<file path="config.mk">
export PLATFORM = sky130hd
export DESIGN_NAME = sem_msg_channel
export DESIGN_NICKNAME = d
export VERILOG_FILES = /design/src/rtl/sem_msg_channel.sv
export SDC_FILE = /design/constraint.sdc
export NUM_CORES = 1
export LEC_CHECK = 0
export BUFFER_PORTS_ARGS = -buffer_cell sky130_fd_sc_hd__clkbuf_2
export CAP_MARGIN = 30
export CORE_MARGIN = 2
export CORE_UTILIZATION = 40
export CTS_CLUSTER_DIAMETER = 100
export DETAILED_ROUTE_END_ITERATION = 7
export MAX_ROUTING_LAYER = met4
export SYNTH_ARGS = -nofsm -noshare
export SYNTH_HDL_FRONTEND = slang
export SYNTH_SLANG_ARGS = --single-unit
export TNS_END_PERCENT = 10
</file>
<file path="constraint.sdc">
create_clock -name clk -period 4.1 [get_ports clk]
set_input_delay 0.615 -clock clk [delete_from_list [all_inputs] [get_ports clk]]
set_output_delay 0.615 -clock clk [all_outputs]
set_load 0.02 [all_outputs]
</file>
<file path="src/rtl/sem_msg_channel.sv">
module sem_msg_channel #(
  parameter int DW    = 16,
  parameter int DEPTH = 8,
  parameter int AW    = $clog2(DEPTH),
  parameter int LW    = $clog2(DEPTH + 1)
) (
  input  logic          clk,
  input  logic          rst_n,
  input  logic          send_valid,
  output logic          send_ready,
  input  logic [DW-1:0] send_data,
  input  logic          send_last,
  output logic          p_sem_valid,
  input  logic          p_sem_ready,
  output logic [LW-1:0] p_sem_len,
  input  logic          p_rreq_valid,
  output logic          p_rreq_ready,
  input  logic [AW-1:0] p_rreq_addr,
  output logic          p_rrsp_valid,
  input  logic          p_rrsp_ready,
  output logic [DW-1:0] p_rrsp_data,
  input  logic          p_done_valid,
  output logic          p_done_ready,
  input  logic          c_sem_valid,
  output logic          c_sem_ready,
  input  logic [LW-1:0] c_sem_len,
  output logic          c_rreq_valid,
  input  logic          c_rreq_ready,
  output logic [AW-1:0] c_rreq_addr,
  input  logic          c_rrsp_valid,
  output logic          c_rrsp_ready,
  input  logic [DW-1:0] c_rrsp_data,
  output logic          c_done_valid,
  input  logic          c_done_ready,
  output logic          rx_valid,
  output logic [DW-1:0] rx_data,
  output logic          rx_last
);

  typedef enum logic [1:0] {P_FILL, P_SEM, P_PEND} pst_t;
  typedef enum logic [1:0] {C_IDLE, C_READ, C_DONE} cst_t;

  pst_t          pst;
  logic [DW-1:0] store [DEPTH];
  logic [LW-1:0] wcnt;
  logic [LW-1:0] len_q;
  logic          rsp_full;
  logic [DW-1:0] rsp_q;

  wire w_go  = send_valid && send_ready;
  wire w_end = w_go && (send_last || wcnt == LW'(DEPTH - 1));
  wire rq_go = p_rreq_valid && p_rreq_ready;

  assign send_ready   = (pst == P_FILL);
  assign p_sem_valid  = (pst == P_SEM);
  assign p_sem_len    = len_q;
  assign p_done_ready = (pst == P_PEND);
  assign p_rreq_ready = !rsp_full || p_rrsp_ready;
  assign p_rrsp_valid = rsp_full;
  assign p_rrsp_data  = rsp_q;

  always_ff @(posedge clk) begin
    if (w_go) store[wcnt[AW-1:0]] <= send_data;
  end

  always_ff @(posedge clk) begin
    if (!rst_n) begin
      pst   <= P_FILL;
      wcnt  <= '0;
      len_q <= '0;
    end else begin
      case (pst)
        P_FILL: if (w_go) begin
          wcnt <= wcnt + 1'b1;
          if (w_end) begin
            len_q <= wcnt + 1'b1;
            wcnt  <= '0;
            pst   <= P_SEM;
          end
        end
        P_SEM:  if (p_sem_ready) pst <= P_PEND;
        P_PEND: if (p_done_valid) pst <= P_FILL;
        default: pst <= P_FILL;
      endcase
    end
  end

  always_ff @(posedge clk) begin
    if (!rst_n) begin
      rsp_full <= 1'b0;
      rsp_q    <= '0;
    end else if (rq_go) begin
      rsp_full <= 1'b1;
      rsp_q    <= store[p_rreq_addr];
    end else if (p_rrsp_ready) begin
      rsp_full <= 1'b0;
    end
  end

  cst_t          cst;
  logic          flag;
  logic [LW-1:0] c_len;
  logic [LW-1:0] iss;
  logic [LW-1:0] got;

  wire last_rsp = (got == c_len - 1'b1);

  assign c_sem_ready  = !flag && (cst == C_IDLE);
  assign c_rreq_valid = (cst == C_READ) && (iss < c_len);
  assign c_rreq_addr  = iss[AW-1:0];
  assign c_rrsp_ready = (cst == C_READ);
  assign c_done_valid = (cst == C_DONE);
  assign rx_valid     = c_rrsp_valid && c_rrsp_ready;
  assign rx_data      = c_rrsp_data;
  assign rx_last      = rx_valid && last_rsp;

  always_ff @(posedge clk) begin
    if (!rst_n) begin
      cst   <= C_IDLE;
      flag  <= 1'b0;
      c_len <= '0;
      iss   <= '0;
      got   <= '0;
    end else begin
      if (c_sem_valid && c_sem_ready) begin
        flag  <= 1'b1;
        c_len <= c_sem_len;
      end
      case (cst)
        C_IDLE: if (flag) begin
          flag <= 1'b0;
          iss  <= '0;
          got  <= '0;
          cst  <= C_READ;
        end
        C_READ: begin
          if (c_rreq_valid && c_rreq_ready) iss <= iss + 1'b1;
          if (rx_valid) begin
            got <= got + 1'b1;
            if (last_rsp) cst <= C_DONE;
          end
        end
        C_DONE: if (c_done_ready) cst <= C_IDLE;
        default: cst <= C_IDLE;
      endcase
    end
  end

endmodule

</file>
# Word level (Yosys, flattened, before mapping)
# Memories as Yosys holds them, arrays and structs flattened. A register that Yosys moved wholly into a read port is not among the register bits.
# Cells that the tools add are included.
# W data, S select, Z words.
# word_totals
register_bits,26
ram_bits,128
inputBits,51
output_inout_bits,50
wordCells,77
n_memories,1
# memory_table
memory,depth,width,read_ports,rd_clocked_by_memory_dff,write_ports,line,rtl
store,8,16,1,1,1,44,logic [DW-1:0] store [DEPTH];
# op_classes
add_sub_neg,4
order_cmp,1
eq_ne,15
n_mux,23
n_reduce_logical,24
# ops
operator,n
$mux W2,8
$mux W4,4
$pmux W4 S2,2
$ne A2 B1 Y1 const B,7
$add A4 B1 Y4 const B,3
$pmux W2 S3,2
$logic_and A1 B1 Y1,9
$reduce_and A3 Y1,3
$reduce_and A4 Y1,2
$mux W1,7
$eq A2 B1 Y1 const B,2
$eq A2 B2 Y1 const B,2
$eq A4 B3 Y1 const B,1
$eq A4 B4 Y1,1
$logic_not A2 Y1,2
$lt A4 B4 Y1,1
$ne A2 B2 Y1 const B,2
$reduce_bool A2 Y1,2
$sub A4 B1 Y4 const B,1
$logic_not A1 Y1,3
$logic_or A1 B1 Y1,2
$reduce_and A2 Y1,1

# Logic depth before layout (Yosys ltp)
# Gate-level depths: netlist of the first run.
# logic_depth
word_depth,6
mapped_depth,7
mapped_depth_nobuf,7

# Worst setup path after synthesis of the first run
# OpenSTA, ideal clock, no wires.
# synth_timing
path_kind,input-to-reg
from,input port send_valid
to,"memory store[1][0], enable pin"
setup_ns,0.436
t_arrival_ns,2.874
t_required_ns,3.664
slack_ns,0.789
stages,3
path_buffers,1
cell_sequence,or3b_1 buf_2 nor4b_1
# synth_via
elab_chain_len,3
# synth_lines
item,line,rtl
"start, declared",9,"input logic send_valid,"
$logic_and A1 B1 Y1,50,wire w_go = send_valid && send_ready;
$mux W1,63,if (w_go) store[wcnt[AW-1:0]] <= send_data;
$mux W1 (not written as such),63,
"end, declared",44,
# No other way between the ends.

# Final worst setup path of the first run
# layout_timing
from,register c_len[0]
to,output port rx_last
# layout_via
elab_chain_len,3
# layout_lines
item,line,rtl
"start, declared",102,logic [LW-1:0] c_len;
"start signal, assigned",127,c_len <= c_sem_len;
$sub A4 B1 Y4,106,wire last_rsp = (got == c_len - 1'b1);
$eq A4 B4 Y1,106,
$logic_and A1 B1 Y1,115,assign rx_last = rx_valid && last_rsp;
"end, declared",37,output logic rx_last
# No other way between the ends.

==> results.tsv, run 1 <==
stage	metric	value	unit
timing	tns	0	ns
synthesis	synth_edf_count	128	
cts	cts_buffers	17	
timing	fin_crit	2.66	ns
global_routing	antenna_found_initial	0	
cts	cts.clk_slew.worst_paths	0.06	ns
power_and_ir_drop	p_switching	0.842	mW
critical_path	arrival	2.04	ns
detailed_routing	drt_wl_total	14300	microns
finish	ff_latch_area	4680	sq um
power_and_ir_drop	swShare	0.222	
synthesis	synthArstFlopShare	0	
finish	diodes	0	
critical_path	max_stage_delay	0.39	ns
detailed_routing	vias_per_cell	5.20	
synthesis	yosys_warnings	0	
critical_path	crit_required	3.48	ns
timing	slew_headroom	0.348	
timing	period_share	0.648	
finish	drive_above_1_share	0.335	
floorplanning	row_count	48	
detailed_routing	drc_errors	0	
detailed_routing	drtPass1Iterations	4	
timing	drv_slew	0	
cts	postCtsSetupBuffers	0	
global_routing	grt_start_max_net_pins	65	
global_routing	grt.overflow.total	0	
floorplanning	die_w	136	microns
global_routing	grt_pass1_vias	4027	
run_status	status	finished, final reports clean	
cts	clk_latency	0.42	ns
synthesis	synth_fp_nets	540	
power_and_ir_drop	p_total	3.80	mW
cts	clockBufferDepth	2	
hold_path	hold_start	c_sem_len[1]	
detailed_routing	drtIter0Drc	267	
critical_path	endpoint_kind	output pin	
placed_design	portBuffers	68	
placed_design	dp.cells	742	
global_routing	grt_usage	0.167	
power_and_ir_drop	power_frac_seq	0.504	
floorplanning	num_io_pins	101	
power_and_ir_drop	p_comb_frac	0.068	
finish	finalNetCount	594	
critical_path	cp-startpoint	c_len[0]	
power_and_ir_drop	p_per_area	474	nW/um^2
synthesis	synth.top_cell.area_share	0.555	
synthesis	syn_inst	482	
cts	holdBufCountCts	0	
floorplanning	design.die.area	18400	sq um
hold_path	holdCritPathClass	input port to flop	
synthesis	synth_ff_type	edfxtp_1	
synthesis	synth-seq-cells	170	
synthesis	synth_area_per_cell	14.4	sq um
finish	multi_input_area	1980	sq um
floorplanning	die_y	136	microns
critical_path	critPathKind	flop to output pin	
finish	areaGrowthSynthToFinish	15.8	%
synthesis	yosysUniqueCellTypes	45	
detailed_routing	via_count	4027	
timing	timing_hold_violations_final	0	
critical_path	slowest_stage	dfxtp_1	
job	cap_violations	0	
placed_design	dpl.hpwl	8570	microns
cts	htreeDepth	4	
critical_path	crit_path_start_kind	flop	
finish	nFillCells	1525	
floorplanning	core	17100	sq um
synthesis	synth_largest_area_cell	edfxtp_1	
floorplanning	initial_core_util	0.404	
timing	skew	0.00545	ns
timing	hold_slack	0.430	ns
power_and_ir_drop	power_frac_clock	0.428	
critical_path	path_max_fanout	4	
cts	clock-sinks	170	
detailed_routing	antenna_left	0	
cts	cts-resized-gates	0	
critical_path	r2r_start	pst[1]	
cts	cts_tree	done	
critical_path	path_cells	inv_1, ha_1, xor2_1, nand4_1, nor3b_1, clkbuf_2	
global_routing	grt_pass1_wl	21900	microns
timing	rsz0062_at_grt	no	
cts	root_buffer	clkbuf_16	
synthesis	synth_area_leaders	edfxtp_1 56%, dfxtp_1 12%, mux2_2 10%	
finish	stdcell_count	774	
timing	timing.fmax	0.376	GHz
power_and_ir_drop	internal_power	2.96	mW
synthesis	synth.yosys.seq_area_share	0.677	
power_and_ir_drop	peakVddDrop	0.321	mV
timing	tightestPinTransition	0.975	ns
placed_design	place_congestion	0.751	
detailed_routing	routedWlPerCell	18.5	microns
power_and_ir_drop	power_leakage	2.83	nW
timing	finalSetupViolations	0	
synthesis	synth_area	6920	sq um
kinds of logic after synthesis:
logic type | Yosys count | synth area share
AND/OR/NAND/NOR | 89 | 0.0656
multiplexers | 66 | 0.107
XOR/XNOR | 10 | 0.0146
flip-flops | 170 | 0.677
buffers and inverters | 54 | 0.0430
adder cells (fa/ha/maj) | 7 | 0.0127
AO/OA/AOI/OAI | 86 | 0.0803
flip-flops by register name, indices dropped and copies added, names as in the netlist, 4 cells and up:
register and cells:
c_len 4, p_rrsp_data 16, iss 4, wcnt 4, store 128, p_sem_len 4, got 4
synthesized netlist by cell type, types with 3 or more instances:
library cell  count
edfxtp_1        128
mux2_2           64
dfxtp_1          42
o22ai_1          32
nand2_1          23
nor2_1           23
a21oi_1          21
buf_4            20
o31ai_1          18
clkbuf_1         11
inv_1            11
buf_2            10
nand3_1           8
ha_1              7
nor3b_1           6
xnor2_1           6
o21ai_0           5
nor2b_1           4
nor3_1            4
a211oi_1          3
and2_1            3
nand2b_1          3
xor2_1            3
worst max-delay path, delay by kind of cell (launching register included):
kind,cells,cell delay [ns]
and+or+nand+nor,2,0.47
DFF,1,0.39
buffers and inverters,2,0.32
adders and majority gates,1,0.31
xor gates and xnor gates,1,0.13
final timing paths:
path                          to  slack, ns  depth (start not counted)
setup / recovery         rx_last       1.44                          6
hold reg to reg   p_rrsp_data[4]       0.45                          2
setup reg to reg    store[3][10]       1.83                          3
hold / removal          c_len[1]       0.43                          3
placed cells by master, fill, tap and decap left out, drive strengths merged, types with 7 or more instances in the layout:
master	Yosys	routed
clkbuf	11	89
inv	11	14
mux2	64	64
edfxtp	128	128
buf	31	9
dfxtp	42	42
nor2	23	23
o31ai	18	18
nand2	23	23
ha	7	7
o22ai	32	32
a21oi	22	22
nand3	8	8
per-stage QoR:
step,area [sq um],worst slack (ns),utilization
after floorplan,6920,0.789,-
after global placement,7390,1.56,0.432
after detailed placement,7400,1.44,0.433
after CTS,8020,1.44,0.468
after global routing,8020,1.31,0.468
final,8020,1.44,0.468
cell type report:
cell class              count  area share
clock buffers              21      0.0599
clock inverters            11      0.0167
inverters                  12     0.00562
multi-input cells         258       0.247
flip-flops and latches    170       0.584
well taps                 225      0.0351
repair buffers             77      0.0518
power groups by stage:
stage | Sequential (mW) | Clock (mW) | Combinational, mW
detailed placement | 1.95 | 0 | 0.260
finish | 1.92 | 1.63 | 0.259
floorplan | 1.96 | 0 | 0.171
global route | 1.92 | 1.73 | 0.282
CTS | 1.92 | 1.65 | 0.261
global placement | 1.95 | 0 | 0.253
per-layer routing:
metal  track usage  wire, microns  vias to the layer above
met5             -              0                        -
met4        0.0648            269                        0
met3        0.0374            558                       31
met2         0.256           6630                       92
met1         0.217           6860                     1993
li1              -              -                     1911
No activity file was read; power rests on OpenSTA's default activity.
==> inputs of run 2 (changes only) <==
Clock period 4.1 ns to 2.5 ns, I/O delays scaled along.
==> results.tsv, run 2 (synthesis gave the netlist of run 1 again) <==
stage	metric	value	unit
hold_path	whs_path_depth	3	
placed_design	place_area	7450	sq um
hold_path	hold_start	c_sem_len[0]	
cts	clk_latency	0.42	ns
detailed_routing	vias_per_cell	5.18	
placed_design	dp.cells	748	
job	cap_violations	0	
detailed_routing	drt_wl_total	13800	microns
timing	finalSetupViolations	0	
floorplanning	die_w	136	microns
finish	stdcell_count	780	
cts	htreeDepth	4	
timing	skew	0.0133	ns
detailed_routing	drtPass1Iterations	4	
cts	cts.clk_slew.worst_paths	0.06	ns
global_routing	grt.overflow.total	0	
hold_path	holdCritPathClass	input port to flop	
power_and_ir_drop	peakVddDrop	0.459	mV
timing	rsz0062_at_grt	no	
critical_path	worst_r2r_path_depth	5	
cts	clock-sinks	170	
detailed_routing	routedWlPerCell	17.6	microns
finish	layout_common_cells	128 x edfxtp_1, 68 x clkbuf_2, 64 x mux2_2, 42 x dfxtp_1, 32 x o22ai_1	
floorplanning	num_io_pins	101	
timing	drv_slew	0	
floorplanning	row_count	48	
critical_path	endpoint_kind	output pin	
critical_path	crit_required	2.12	ns
global_routing	antenna_found_initial	0	
critical_path	ff2ff_setup_slack	0.65	ns
finish	final_common_cell	edfxtp_1	
run_status	status	finished, final reports clean	
cts	postCtsSetupBuffers	0	
timing	fin_crit	2.29	ns
finish	largest_register_ffs	128	
finish	design_area	8070	sq um
critical_path	crit_path_start_kind	flop	
placed_design	place_congestion	0.826	
global_routing	grt_pass1_wl	21800	microns
floorplanning	die_y	136	microns
cts	clockBufferDepth	2	
critical_path	arrival	1.91	ns
placed_design	dpl.hpwl	8680	microns
global_routing	grt_pass1_vias	4098	
cts	cts_buffers	17	
floorplanning	core	17100	sq um
finish	areaGrowthSynthToFinish	16.6	%
cts	cts_tree	done	
detailed_routing	drc_errors	0	
critical_path	regToRegEndpoint	p_sem_len[1]	
power_and_ir_drop	p_per_area	773	nW/um^2
placed_design	portBuffers	68	
floorplanning	design.die.area	18400	sq um
global_routing	grt_start_max_net_pins	65	
finish	drive_above_1_share	0.342	
finish	finalNetCount	600	
timing	period_share	0.916	
global_routing	grt_usage	0.162	
timing	hold_slack	0.193	ns
timing	timing_hold_violations_final	0	
critical_path	critPathKind	flop to output pin	
power_and_ir_drop	power_leakage	2.85	nW
critical_path	r2r_start	wcnt[0]	
detailed_routing	antenna_left	0	
cts	root_buffer	clkbuf_16	
critical_path	path_max_fanout	4	
timing	tightestPinTransition	0.770	ns
detailed_routing	drtIter0Drc	226	
floorplanning	initial_core_util	0.404	
hold_path	holdPathEnd	c_len[0]	
timing	slew_headroom	0.486	
finish	diodes	0	
detailed_routing	via_count	4043	
timing	timing.fmax	0.437	GHz
## run 2: critical path: stages (launching register included)
cell and delay [ns]:
dfxtp_1 0.40, inv_1 0.08, ha_1 0.30, xor2_1 0.14, nand4_1 0.15, nor3b_2 0.22, clkbuf_2 0.20
## run 2: per-stage QoR
stage	util	setup TNS, ns	total power, mW	setup slack, ns
floorplan	-	-27.80	3.50	-0.571
global placement	0.435	0	3.62	0.598
detailed placement	0.435	0	3.63	0.565
CTS	0.471	0	6.32	0.106
global route	0.471	0	6.47	0.0748
finish	0.471	0	6.24	0.210
## run 2: what timing repair did
action / 4_1_cts / 5_1_grt
hold buffers: 0 / 0
gates resized for setup: 0 / 1
setup endpoints to repair: 0 / 1
## run 2: layout make-up
cell class | instances | area (sq um)
clock buffers | 19 | 443
clock inverters | 13 | 168
fillers | 1532 | 9050
inverters | 12 | 45.0
multi-input cells | 258 | 1980
flip-flops and latches | 170 | 4680
well taps | 225 | 282
repair buffers | 83 | 465
## run 2: layer usage
| metal | GRT usage | part of all wire | up-vias |
|---|---|---|---|
| li1 | - | - | 1930 |
| met1 | 0.199 | 0.46 | 1990 |
| met2 | 0.263 | 0.49 | 102 |
| met3 | 0.0393 | 0.044 | 21 |
| met4 | 0.0602 | 0.013 | 0 |
| met5 | - | 0 | - |
## run 2: where the power goes
part | leakage (nW) | total, mW | internal (mW) | switching [mW]
clock | 0.283 | 2.68 | 1.61 | 1.07
sequential | 1.50 | 3.14 | 3.10 | 0.0384
combinational | 1.06 | 0.424 | 0.165 | 0.260
## run 2: worst max path at each step
stage,slack [ns],to,cells past startpoint,from
after global routing,0.07,rx_last,6,c_len[0]
after detailed placement,0.57,store[3][0],5,send_valid
after floorplan,-0.57,store[1][0],3,send_valid
final,0.21,rx_last,6,c_len[0]
after global placement,0.60,store[3][4],5,send_valid
after CTS,0.11,rx_last,6,c_len[0]
==> inputs of run 3 (changes only) <==
Settings changed: ABC_AREA set to 1.
==> results.tsv, run 3 <==
stage	metric	value	unit
floorplanning	die_w	137	microns
power_and_ir_drop	p_per_area	758	nW/um^2
timing	skew	0.0131	ns
global_routing	antenna_found_initial	0	
timing	period_share	0.904	
floorplanning	row_count	48	
synthesis	yosys.cell_count.top_type	nor2_1	
timing	drv_slew	0	
synthesis	synthArstFlopShare	0	
global_routing	grt.overflow.total	0	
placed_design	dpl.hpwl	9470	microns
detailed_routing	vias_per_cell	5.02	
hold_path	holdCritPathClass	input port to flop	
cts	cts.clk_slew.worst_paths	0.06	ns
job	cap_violations	0	
synthesis	syn_inst	675	
finish	finalNetCount	793	
synthesis	synth_fp_nets	733	
finish	drive_above_1_share	0.189	
critical_path	path_max_fanout	4	
finish	final_core_util	0.468	
timing	tightestPinTransition	0.723	ns
synthesis	synth_edf_count	128	
placed_design	portBuffers	68	
timing	slew_headroom	0.518	
synthesis	synth_area_per_cell	10.5	sq um
timing	timing_hold_violations_final	0	
detailed_routing	drt_wl_total	16000	microns
critical_path	critPathKind	flop to output pin	
synthesis	yosysUniqueCellTypes	30	
global_routing	grt_pass1_wl	24900	microns
run_status	status	finished, final reports clean	
finish	areaGrowthSynthToFinish	14.2	%
synthesis	yosys_warnings	0	
timing	timing.fmax	0.443	GHz
timing	layout_setup_ws	0.241	ns
finish	layout_common_cells	159 x nor2_1, 128 x edfxtp_1, 68 x clkbuf_2, 64 x nand2_1, 55 x nand3_1	
detailed_routing	drtPass1Iterations	6	
critical_path	arrival	1.88	ns
critical_path	endpoint_kind	output pin	
finish	largest_register_ffs	128	
finish	diodes	0	
synthesis	synth.top_cell.area_share	0.540	
cts	postCtsSetupBuffers	0	
placed_design	place_congestion	0.775	
floorplanning	die_y	137	microns
cts	holdBufCountCts	0	
global_routing	grt_start_max_net_pins	65	
synthesis	synth_ff_type	edfxtp_1	
floorplanning	core	17400	sq um
global_routing	grt_usage	0.184	
timing	fin_crit	2.26	ns
critical_path	crit_path_start_kind	flop	
synthesis	synth.top_cells.by_count	159 x nor2_1, 128 x edfxtp_1, 64 x nand2_1, 55 x nand3_1, 52 x o21ai_0	
synthesis	synth.yosys.seq_area_share	0.658	
timing	tns	0	ns
floorplanning	num_io_pins	101	
finish	final_common_cell	nor2_1	
cts	cts_tree	done	
detailed_routing	via_count	4883	
cts	cts_buffers	17	
placed_design	place_area	7590	sq um
detailed_routing	drtIter0Drc	420	
detailed_routing	antenna_left	0	
finish	design_area	8130	sq um
cts	clockBufferDepth	2	
floorplanning	design.die.area	18900	sq um
synthesis	synth_largest_area_cell	edfxtp_1	
detailed_routing	drc_errors	0	
synthesis	synth_area	7120	sq um
placed_design	post-place-ws	0.685	ns
timing	finalSetupViolations	0	
cts	clock-sinks	170	
timing	hold_slack	0.202	ns
cts	htreeDepth	4	
synthesis	synth-seq-cells	170	
cts	cts-resized-gates	0	
cts	root_buffer	clkbuf_16	
synthesis	synth_area_leaders	edfxtp_1 54%, dfxtp_1 12%, nor2_1 8.4%	
critical_path	ff2ff_setup_slack	0.90	ns
detailed_routing	routedWlPerCell	16.4	microns
timing	rsz0062_at_grt	no	
power_and_ir_drop	power_leakage	3.03	nW
power_and_ir_drop	peakVddDrop	0.509	mV
critical_path	crit_required	2.12	ns
global_routing	grt_pass1_vias	4709	
cts	clk_latency	0.43	ns
floorplanning	initial_core_util	0.410	
run 3: cell count changes after synthesis, sizes merged, moves of 15 or more:
cell   previous run  this run
a21oi            22        37
inv              11        36
mux2             64         0
nand2            23        71
nand3             8        56
nor2             23       163
o21ai             5        72
o22ai            32         0
o31ai            18         0
run 3: where the power goes:
group	internal (mW)	switching [mW]	total [mW]
combinational	0.200	0.410	0.611
sequential	3.12	0.0485	3.17
clock	1.30	1.08	2.39
total	4.62	1.54	6.16
run 3: worst paths after layout:
kind | startpoint | to | depth (start not counted)
setup / recovery | c_len[0] | rx_last | 8
hold / removal | p_sem_ready | pst[1] | 3
setup reg to reg | pst[1] | store[6][8] | 6
hold reg to reg | p_rrsp_data[4] | p_rrsp_data[4] | 2
run 3: logic make-up after synthesis:
family	count (synthesis)	synth area share
adder cells (fa/ha/maj)	7	0.0123
XOR/XNOR	5	0.00615
flip-flops	170	0.658
buffers and inverters	83	0.0629
AO/OA/AOI/OAI	112	0.0821
AND/OR/NAND/NOR	298	0.178
run 3: area by class of cell:
| type | instances | area [sq um] |
|---|---|---|
| fillers | 1607 | 9230 |
| flip-flops and latches | 170 | 4680 |
| multi-input cells | 422 | 1990 |
| repair buffers | 88 | 503 |
| clock buffers | 19 | 443 |
| well taps | 225 | 282 |
| inverters | 36 | 135 |
| clock inverters | 13 | 93.8 |
run 3: routing by layer:
layer  track usage  vias to the layer above  wire length, microns
met5             -                        -                     0
met4        0.0515                        0                   167
met3        0.0416                       17                   976
met2         0.295                      140                  7630
met1         0.234                     2320                  7200
li1              -                     2406                     -
run 3: critical path, cell delays in order, from the launching register on:
cell and delay, ns:
dfxtp_1 0.39, inv_1 0.10, ha_1 0.31, xor2_1 0.13, nand2_1 0.07, nor2_1 0.11
nand2_1 0.10, nor2_1 0.09, clkbuf_2 0.17
run 3: metrics by stage:
stage	total power, mW	std cells
4_1_cts	6.21	973
5_1_grt	6.40	973
3_3_place_gp	3.83	941
2_1_floorplan	3.68	675
3_5_place_dp	3.84	941
6_report	6.16	973
